===== config.mk =====
export PLATFORM = sky130hd
export DESIGN_NAME = dram_geo_probe
export DESIGN_NICKNAME = d
export VERILOG_FILES = /design/src/rtl/dram_geo_probe.sv
export SDC_FILE = /design/constraint.sdc
export NUM_CORES = 1
export LEC_CHECK = 0
export ABC_AREA = 1
export BUFFER_PORTS_ARGS = -buffer_cell sky130_fd_sc_hd__buf_2
export CAP_MARGIN = 30
export CORE_MARGIN = 3
export CORE_UTILIZATION = 58
export DETAILED_ROUTE_END_ITERATION = 12
export PLACE_DENSITY = 0.87
export SYNTH_ARGS = -nofsm -noshare
export SYNTH_HDL_FRONTEND = slang
export SYNTH_SLANG_ARGS = --single-unit
export TNS_END_PERCENT = 30

===== constraint.sdc =====
create_clock -name clk -period 5.32 [get_ports clk]
set_input_delay 1.064 -clock clk [delete_from_list [all_inputs] [get_ports clk]]
set_output_delay 1.064 -clock clk [all_outputs]
set_load 0.005 [all_outputs]

===== src/rtl/dram_geo_probe.sv =====
module dram_geo_probe #(
  parameter int AW_MAX = 12,
  parameter int AW_MIN = 9
) (
  input  logic                  clk,
  input  logic                  rst_n,
  input  logic                  seq_ready,
  input  logic                  cmd_detect,
  input  logic                  cmd_test,
  input  logic [2*AW_MAX:0]     test_addr,
  output logic                  busy,
  output logic                  done,
  output logic                  det_err,
  output logic [$clog2(AW_MAX+1)-1:0] geo_bits,
  output logic [1:0]            geo_banks,
  output logic [2*AW_MAX+3:0]   cap_bytes,
  output logic [2*AW_MAX-7:0]   cap_kb,
  output logic [2*AW_MAX-17:0]  cap_mb,
  output logic                  test_pass,
  output logic [7:0]            fail_pat,
  output logic [7:0]            fail_got,
  output logic                  mem_req,
  output logic                  mem_we,
  output logic [2*AW_MAX:0]     mem_addr,
  output logic [7:0]            mem_wdata,
  output logic [$clog2(AW_MAX+1)-1:0] mem_width,
  output logic [AW_MAX-1:0]     mem_mask,
  input  logic                  mem_ack,
  input  logic [7:0]            mem_rdata
);
  localparam int ADDR_W = 2*AW_MAX + 1;
  localparam int WB     = $clog2(AW_MAX+1);
  localparam int CAP_W  = 2*AW_MAX + 4;
  localparam int SH_W   = WB + 2;

  typedef enum logic [1:0] {S_IDLE, S_WR, S_RD} state_t;
  typedef enum logic [1:0] {OP_WID, OP_BANK, OP_TEST} op_t;

  state_t state;
  op_t    op;
  logic [2:0]        pidx;
  logic [WB-1:0]     cur_w;
  logic [ADDR_W-1:0] cur_addr;
  logic              auto_pend;
  logic              rd_ok;
  logic [AW_MAX:0]   mask_full;
  logic [SH_W-1:0]   cap_sh;

  function automatic logic [7:0] pat_at(input logic [2:0] i);
    case (i)
      3'd0: pat_at = 8'hF0;
      3'd1: pat_at = 8'h0F;
      3'd2: pat_at = 8'hAA;
      3'd3: pat_at = 8'h55;
      3'd4: pat_at = 8'hC0;
      3'd5: pat_at = 8'h30;
      3'd6: pat_at = 8'h0C;
      default: pat_at = 8'h03;
    endcase
  endfunction

  function automatic logic [ADDR_W-1:0] top_of(input logic [WB-1:0] w);
    top_of = (ADDR_W'(1) << {w, 1'b0}) - ADDR_W'(1);
  endfunction

  assign busy      = state != S_IDLE;
  assign mem_req   = busy;
  assign mem_we    = state == S_WR;
  assign mem_addr  = cur_addr;
  assign mem_wdata = pat_at(pidx);
  assign mem_width = cur_w;
  assign mask_full = ((AW_MAX+1)'(1) << cur_w) - (AW_MAX+1)'(1);
  assign mem_mask  = mask_full[AW_MAX-1:0];
  assign rd_ok     = mem_rdata == mem_wdata;
  assign cap_sh    = {1'b0, cur_w, 1'b0} + (rd_ok ? SH_W'(3) : SH_W'(2));
  assign cap_kb    = cap_bytes[CAP_W-1:10];
  assign cap_mb    = cap_bytes[CAP_W-1:20];

  always_ff @(posedge clk) begin
    if (!rst_n) begin
      state     <= S_IDLE;
      op        <= OP_WID;
      pidx      <= '0;
      cur_w     <= WB'(AW_MAX);
      cur_addr  <= '0;
      auto_pend <= 1'b1;
      done      <= 1'b0;
      det_err   <= 1'b0;
      geo_bits  <= '0;
      geo_banks <= '0;
      cap_bytes <= '0;
      test_pass <= 1'b0;
      fail_pat  <= '0;
      fail_got  <= '0;
    end else begin
      done <= 1'b0;
      case (state)
        S_IDLE: begin
          if (cmd_detect || (auto_pend && seq_ready)) begin
            auto_pend <= 1'b0;
            op        <= OP_WID;
            cur_w     <= WB'(AW_MAX);
            cur_addr  <= top_of(WB'(AW_MAX));
            pidx      <= '0;
            state     <= S_WR;
          end else if (cmd_test) begin
            op       <= OP_TEST;
            cur_addr <= test_addr;
            pidx     <= '0;
            state    <= S_WR;
          end
        end
        S_WR: if (mem_ack) state <= S_RD;
        S_RD: begin
          if (mem_ack) begin
            if (rd_ok && pidx != 3'd7) begin
              pidx  <= pidx + 3'd1;
              state <= S_WR;
            end else begin
              pidx <= '0;
              case (op)
                OP_TEST: begin
                  test_pass <= rd_ok;
                  fail_pat  <= rd_ok ? 8'h00 : mem_wdata;
                  fail_got  <= rd_ok ? 8'h00 : mem_rdata;
                  done      <= 1'b1;
                  state     <= S_IDLE;
                end
                OP_WID: begin
                  if (rd_ok) begin
                    op       <= OP_BANK;
                    cur_addr <= cur_addr + ADDR_W'(1);
                    state    <= S_WR;
                  end else if (cur_w == WB'(AW_MIN)) begin
                    det_err   <= 1'b1;
                    geo_bits  <= '0;
                    geo_banks <= '0;
                    cap_bytes <= '0;
                    done      <= 1'b1;
                    state     <= S_IDLE;
                  end else begin
                    cur_w    <= cur_w - WB'(1);
                    cur_addr <= top_of(cur_w - WB'(1));
                    state    <= S_WR;
                  end
                end
                default: begin
                  det_err   <= 1'b0;
                  geo_bits  <= cur_w;
                  geo_banks <= rd_ok ? 2'd2 : 2'd1;
                  cap_bytes <= CAP_W'(1) << cap_sh;
                  done      <= 1'b1;
                  state     <= S_IDLE;
                end
              endcase
            end
          end
        end
        default: state <= S_IDLE;
      endcase
    end
  end

  p_req_hold_r11: assert property (@(posedge clk) disable iff (!rst_n)
    (mem_req && !mem_ack) |=> (mem_req && $stable(mem_addr) && $stable(mem_we) && $stable(mem_wdata)));

  p_done_pulse_r9: assert property (@(posedge clk) disable iff (!rst_n)
    done |=> !done);

  p_first_pat_r1: assert property (@(posedge clk) disable iff (!rst_n)
    $rose(busy) |-> (mem_we && mem_wdata == 8'hF0));

  p_width_range_r3: assert property (@(posedge clk) disable iff (!rst_n)
    mem_req |-> (mem_width <= WB'(AW_MAX) && mem_width >= WB'(AW_MIN)));

  p_err_clear_r5: assert property (@(posedge clk) disable iff (!rst_n)
    (done && det_err) |-> (geo_banks == 2'd0 && cap_bytes == '0 && geo_bits == '0));

  p_no_done_idle_r9: assert property (@(posedge clk) disable iff (!rst_n)
    done |-> $past(busy));

endmodule


==> flow_summary.json, run 1 <==
{
  "outcome": "completed",
  "drc_errors": 0,
  "cts_hold_buffers": 0,
  "cts_setup_buffers": 0,
  "avgSynthCellArea_um2": 6.13,
  "fin_crit_sh_pct": 80.1,
  "worst_pin_slew_ns": 0.950,
  "hold_viol": 0,
  "port_buffers": 169,
  "rows": 37,
  "min_path_type": "register to register",
  "yosysMostFrequentCell": "nand2_1",
  "overflow": 0,
  "finClkSkew_ns": 0.00804,
  "die_area_um2": 12400,
  "die_w_um": 111,
  "wl_per_cell_um": 13.9,
  "worstPathMaxFanout": 16,
  "gp_congestion": 1.01,
  "root_buffer": "clkbuf_8",
  "slowest_stage": "dfxtp_1",
  "ant_nets": 0,
  "cts_tree": "done",
  "setup_viol": 0,
  "synthFlopType": "dfxtp_1",
  "crit_path_max_incr_delay_ns": 0.64,
  "fin_ws_ns": 1.06,
  "worst_hold_slack_ns": 0.456,
  "die_height_um": 111,
  "cp.arrival_ns": 3.20,
  "syn_nets": 1104,
  "r2r_end": "cap_bytes[11]",
  "reg2regPathDepth": 17,
  "synth_top_family_by_area": "simple AND/OR/NAND/NOR gates",
  "p_per_area_nw_per_um2": 251,
  "maxCapViolations": 0,
  "dr.pass1.iters": 6,
  "num-nets-final": 1222,
  "synthAdderAreaFrac_pct": 3.31,
  "cts.sinks": 90,
  "track_usage_pct": 28.5,
  "ioPinCount": 170,
  "slew-limit-headroom_pct": 36.2,
  "worstReg2RegStart": "pidx[2]",
  "synth_cells": 1048,
  "yosysUniqueCellTypes": 40,
  "yosys-top-cells-count": "276 x nand2_1, 178 x nor2_1, 112 x inv_1",
  "yosys_warnings": 0,
  "synth_xor_area_share_pct": 4.50,
  "area_growth_pct": 13.4,
  "grt_pass1_vias": 6327,
  "routed_via_density": 5.39,
  "synth.cell_area_um2": 6420,
  "yosys_register_bits": 90,
  "critPathLaunchType": "register",
  "ir_drop_v": 0.000137,
  "cp_num_cells": 14,
  "synth_top_cell_by_area": "dfxtp_1",
  "synth_edf_count": 0,
  "antenna_found_initial": 0,
  "rsz0062_at_grt": "no",
  "path_clk_slew_ns": 0.09,
  "synth-compound-area-share_pct": 9.23,
  "crit_family": "buffers and inverters",
  "power_leakage_nw": 3.86,
  "grt_max_degree": 53,
  "crit_path_start": "mem_width[0]",
  "wirelength_um": 18200,
  "required_ns": 4.26,
  "clock_latency_ns": 0.37,
  "start_util_pct": 60.9,
  "dr_total_vias": 7046,
  "critPathKind": "register to output port",
  "finalSetupTns_ns": 0,
  "synthMuxAreaShare_pct": 0,
  "critPathBufInv": 6,
  "crit_path_frequent_cell": "inv_1",
  "yosys.area_share.simple_pct": 41.5,
  "endpoint_kind": "output port",
  "yosysTopAreaCellShare_pct": 28.0,
  "crit_chain": "inv_1 > ha_1 > inv_1 > nor2_1 > inv_1 > nor2_1 > inv_1 > ha_1 > inv_1 > nor2_1 > nand3_1 > nor4_1 > xnor2_1 > buf_2",
  "drt_iter0_markers": 588,
  "drive_gt1_share_pct": 20.0,
  "dpl_worst_slack_ns": 1.51,
  "diodes": 0,
  "dp_hpwl_um": 13600,
  "post_cts_resize_count": 0,
  "period_needed_ns": 4.26,
  "critPathCapture": "mem_mask[10]",
  "cts_buffer_depth": 2,
  "fmax_mhz": 235,
  "htreeDepth": 3,
  "ys_top_cells_by_area": "dfxtp_1 28%, nand2_1 16%, nor2_1 10%",
  "grt_pass1_wl_um": 29800,
  "r2r_setup_slack_ns": 1.78,
  "yosysSeqAreaShare_pct": 28.0,
  "maxSlewViolCount": 0,
  "async_reset_ff_share_pct": 0,
  "core_area_um2": 10600,
  "numCtsBuffers": 9
}
-- report_power, final --
part,internal (mW),switching [mW]
Sequential,0.714,0.0640
Clock,0.272,0.271
Combinational,0.181,0.331
-- metrics by stage --
step           std cells  power, mW  instance area [um^2]  utilization [%]
2_1_floorplan       1048       1.13                  6420                -
6_report            1307       1.83                  7280             69.0
5_1_grt             1307       1.92                  7280             69.0
4_1_cts             1307       1.82                  7280             69.0
3_5_place_dp        1291       1.29                  7060             66.9
3_3_place_gp        1290       1.28                  7040             66.7
-- how the worst min path moves through the flow --
stage / from / to / slack, ns / cells after the start
finish: auto_pend / auto_pend / 0.46 / 2
global route: fail_got[0] / fail_got[0] / 0.48 / 2
CTS: auto_pend / auto_pend / 0.46 / 2
detailed placement: auto_pend / auto_pend / 0.43 / 2
global placement: auto_pend / auto_pend / 0.43 / 2
floorplan: auto_pend / auto_pend / 0.42 / 2
-- worst min-delay path: stages (launching register included) --
cell and delay [ns]:
dfxtp_1 0.32, nand2_1 0.06, nand2_1 0.04
-- cells by family after synthesis --
group           after synthesis
xor+xnor                     33
fa+ha+maj                    17
simple gates                617
flops                        90
compound gates              107
buf+inv                     184
-- cells in the final DEF, fill, tap and decap left out, drive strengths merged --
master	n
a211oi	1
a21oi	57
a22oi	3
and3	4
buf	173
bufinv	2
clkbuf	10
clkinv	1
clkinvlp	1
dfxtp	90
ha	17
inv	120
nand2	282
nand3	72
nand3b	2
nand4	28
nor2	186
nor3	17
nor4	11
o211ai	2
o21a	1
o21ai	34
o21bai	1
o22ai	8
or2	15
xnor2	11
xor2	22
-- flip-flops by register name, indices dropped and copies added, names as in the netlist, 2 cells and up --
signal	count
pidx	3
mem_addr	25
geo_bits	4
cap_bytes	28
op	2
fail_pat	8
state	2
geo_banks	2
mem_width	4
fail_got	8
-- final cells by class --
class	count	area (um^2)
repair buffers	173	883
clock inverters	6	96.3
multi-input cells	774	3760
clock buffers	10	128
well taps	136	170
fillers	983	3270
inverters	118	443
flip-flops and latches	90	1800
-- metal layers --
layer	vias to the layer above	GRT usage, %	wire [um]	part of all wire [%]
met4	0	8.84	296	1.6
met1	3171	39.3	8020	44
li1	3523	-	-	-
met5	-	0	0	0
met2	325	46.3	8360	46
met3	27	3.82	1480	8.1
Note: power is estimated with default switching activity, not from simulation.
==> run 2, diff against run 1 <==
--- a/config.mk
+++ b/config.mk
@@ -9,9 +9,9 @@
 export BUFFER_PORTS_ARGS = -buffer_cell sky130_fd_sc_hd__buf_2
 export CAP_MARGIN = 30
 export CORE_MARGIN = 3
-export CORE_UTILIZATION = 58
+export CORE_UTILIZATION = 49
 export DETAILED_ROUTE_END_ITERATION = 12
-export PLACE_DENSITY = 0.87
+export PLACE_DENSITY = 0.78
 export SYNTH_ARGS = -nofsm -noshare
 export SYNTH_HDL_FRONTEND = slang
 export SYNTH_SLANG_ARGS = --single-unit
==> constraint.sdc (replaced) <==
create_clock -name clk -period 3.8 [get_ports clk]
set_input_delay 0.76 -clock clk [delete_from_list [all_inputs] [get_ports clk]]
set_output_delay 0.76 -clock clk [all_outputs]
set_load 0.005 [all_outputs]
==> run 2 against run 1 <==
Register-to-register slack lost 1.1 ns. Critical path type unchanged. Final cell count grew 3.3%. Global-route usage shrank 3.0 points. Routed wire length grew 2.6%. Final area grew 2.7%.
==> flow_summary.json, run 2 (synthesis gave the netlist of run 1 again) <==
{
  "fin_ws_ns": 0.314,
  "grt_pass1_wl_um": 30300,
  "nFillCells": 1323,
  "rsz0062_at_grt": "no",
  "root_buffer": "clkbuf_16",
  "area_growth_pct": 16.5,
  "worstReg2RegStart": "pidx[2]",
  "outcome": "completed",
  "period_needed_ns": 3.49,
  "worstPathMaxFanout": 8,
  "crit_path_max_incr_delay_ns": 0.48,
  "wl_per_cell_um": 13.8,
  "die_w_um": 120,
  "die_height_um": 120,
  "p_int_mw": 1.84,
  "grt_busiest_layer": "met2",
  "crit_path_start": "mem_width[1]",
  "p_sw_share_pct": 34.2,
  "overflow": 0,
  "min_path_type": "register to register",
  "setup_viol": 0,
  "numCtsBuffers": 9,
  "ant_nets": 0,
  "cts_setup_buffers": 0,
  "p_per_area_nw_per_um2": 374,
  "required_ns": 3.04,
  "diodes": 0,
  "grtUsageMet2_pct": 38.9,
  "rows": 41,
  "seqPwrFrac_pct": 38.7,
  "dp_hpwl_um": 13900,
  "power_frac_comb_pct": 26.1,
  "track_usage_pct": 25.5,
  "hold_viol": 0,
  "ir_drop_v": 0.000187,
  "cts_hold_buffers": 0,
  "die_area_um2": 14500,
  "crit_path_frequent_cell": "inv_1",
  "dpl_worst_slack_ns": 0.697,
  "drc_errors": 0,
  "cts_tree": "done",
  "num-nets-final": 1229,
  "mostFrequentLayoutCells": "276 x nand2_1, 178 x nor2_1, 169 x buf_2",
  "critPathBufInv": 6,
  "dr_total_vias": 7046,
  "critPathLaunchType": "register",
  "port_buffers": 169,
  "mostFrequentLayoutCell": "nand2_1",
  "finalPower_mw": 2.80,
  "dr.pass1.iters": 5,
  "p_switching_uw": 958,
  "grt_pass1_vias": 6352,
  "crit_chain": "inv_1 > ha_1 > inv_1 > nor2_1 > inv_1 > nor2_1 > inv_1 > ha_1 > inv_1 > nor2_1 > nand3_1 > nor4_1 > xnor2_1 > buf_2",
  "clock_latency_ns": 0.35,
  "finClkSkew_ns": 0.00904,
  "start_util_pct": 50.5,
  "fin_util_pct": 58.8,
  "cp.arrival_ns": 2.73,
  "maxCapViolations": 0,
  "routed_via_density": 5.22,
  "antenna_found_initial": 0,
  "fin_crit_sh_pct": 91.7,
  "use_met1_pct": 35.6,
  "met3_usage_pct": 4.49,
  "worst_pin_slew_ns": 0.631,
  "endpoint_kind": "output port",
  "gp_congestion": 0.979,
  "ioPinCount": 170,
  "largest_reg_flops": 28,
  "cts.sinks": 90,
  "slowest_stage": "dfxtp_1",
  "drive_gt1_share_pct": 20.4,
  "fmax_mhz": 287,
  "wirelength_um": 18600,
  "finalSetupTns_ns": 0,
  "critPathKind": "register to output port",
  "path_clk_slew_ns": 0.07,
  "min_from": "auto_pend",
  "drt_iter0_markers": 505,
  "slew-limit-headroom_pct": 57.9,
  "maxSlewViolCount": 0,
  "grt_max_degree": 60,
  "power_leakage_nw": 3.94,
  "crit_family": "simple AND/OR/NAND/NOR gates",
  "clockPowerShare_pct": 35.3,
  "htreeDepth": 3,
  "core_area_um2": 12700,
  "post_cts_resize_count": 0,
  "cts_buffer_depth": 2,
  "largest_register": "cap_bytes"
}
[run 2: final timing paths]
path / slack (ns) / cells after the start / to
setup / recovery: 0.31 / 14 / mem_mask[10]
hold reg to reg: 0.46 / 2 / auto_pend
setup reg to reg: 0.66 / 17 / mem_addr[24]
hold / removal: 0.46 / 2 / auto_pend
[run 2: power by group through the flow]
stage	Clock, mW	Sequential [mW]	Combinational, mW
final	0.988	1.08	0.730
after global routing	1.03	1.09	0.819
after CTS	1.00	1.08	0.722
after detailed placement	0	1.10	0.719
after global placement	0	1.10	0.711
after floorplan	0	1.08	0.503
[run 2: cell type report]
type                       count  area [um^2]  area share [%]
clock buffer                  11          233            3.11
clock inverter                 5         86.3            1.15
inverter                     118          443            5.92
multi-input combinational    774         3760            50.3
sequential                    90         1800            24.1
tap                          172          215            2.88
timing repair buffer         180          941            12.6
[run 2: through the flow]
| stage | cell area (um^2) | std cells | hold slack, ns |
|---|---|---|---|
| detailed placement | 7160 | 1334 | 0.437 |
| CTS | 7480 | 1350 | 0.453 |
| finish | 7480 | 1350 | 0.457 |
| global route | 7480 | 1350 | 0.482 |
| floorplan | 6420 | 1048 | 0.419 |
| global placement | 7160 | 1334 | 0.441 |
[run 2: per-layer routing]
| metal | vias to the layer above | part of all wire [%] | routed length, um |
|---|---|---|---|
| li1 | 3548 | - | - |
| met1 | 3157 | 44 | 8230 |
| met2 | 305 | 45 | 8320 |
| met3 | 36 | 8.2 | 1520 |
| met4 | 0 | 3.0 | 551 |
| met5 | - | 0 | 0 |
[run 2: worst min-delay path, stage by stage (launching register included)]
cell and delay, ns:
dfxtp_1 0.32, nand2_1 0.06, nand2_1 0.04
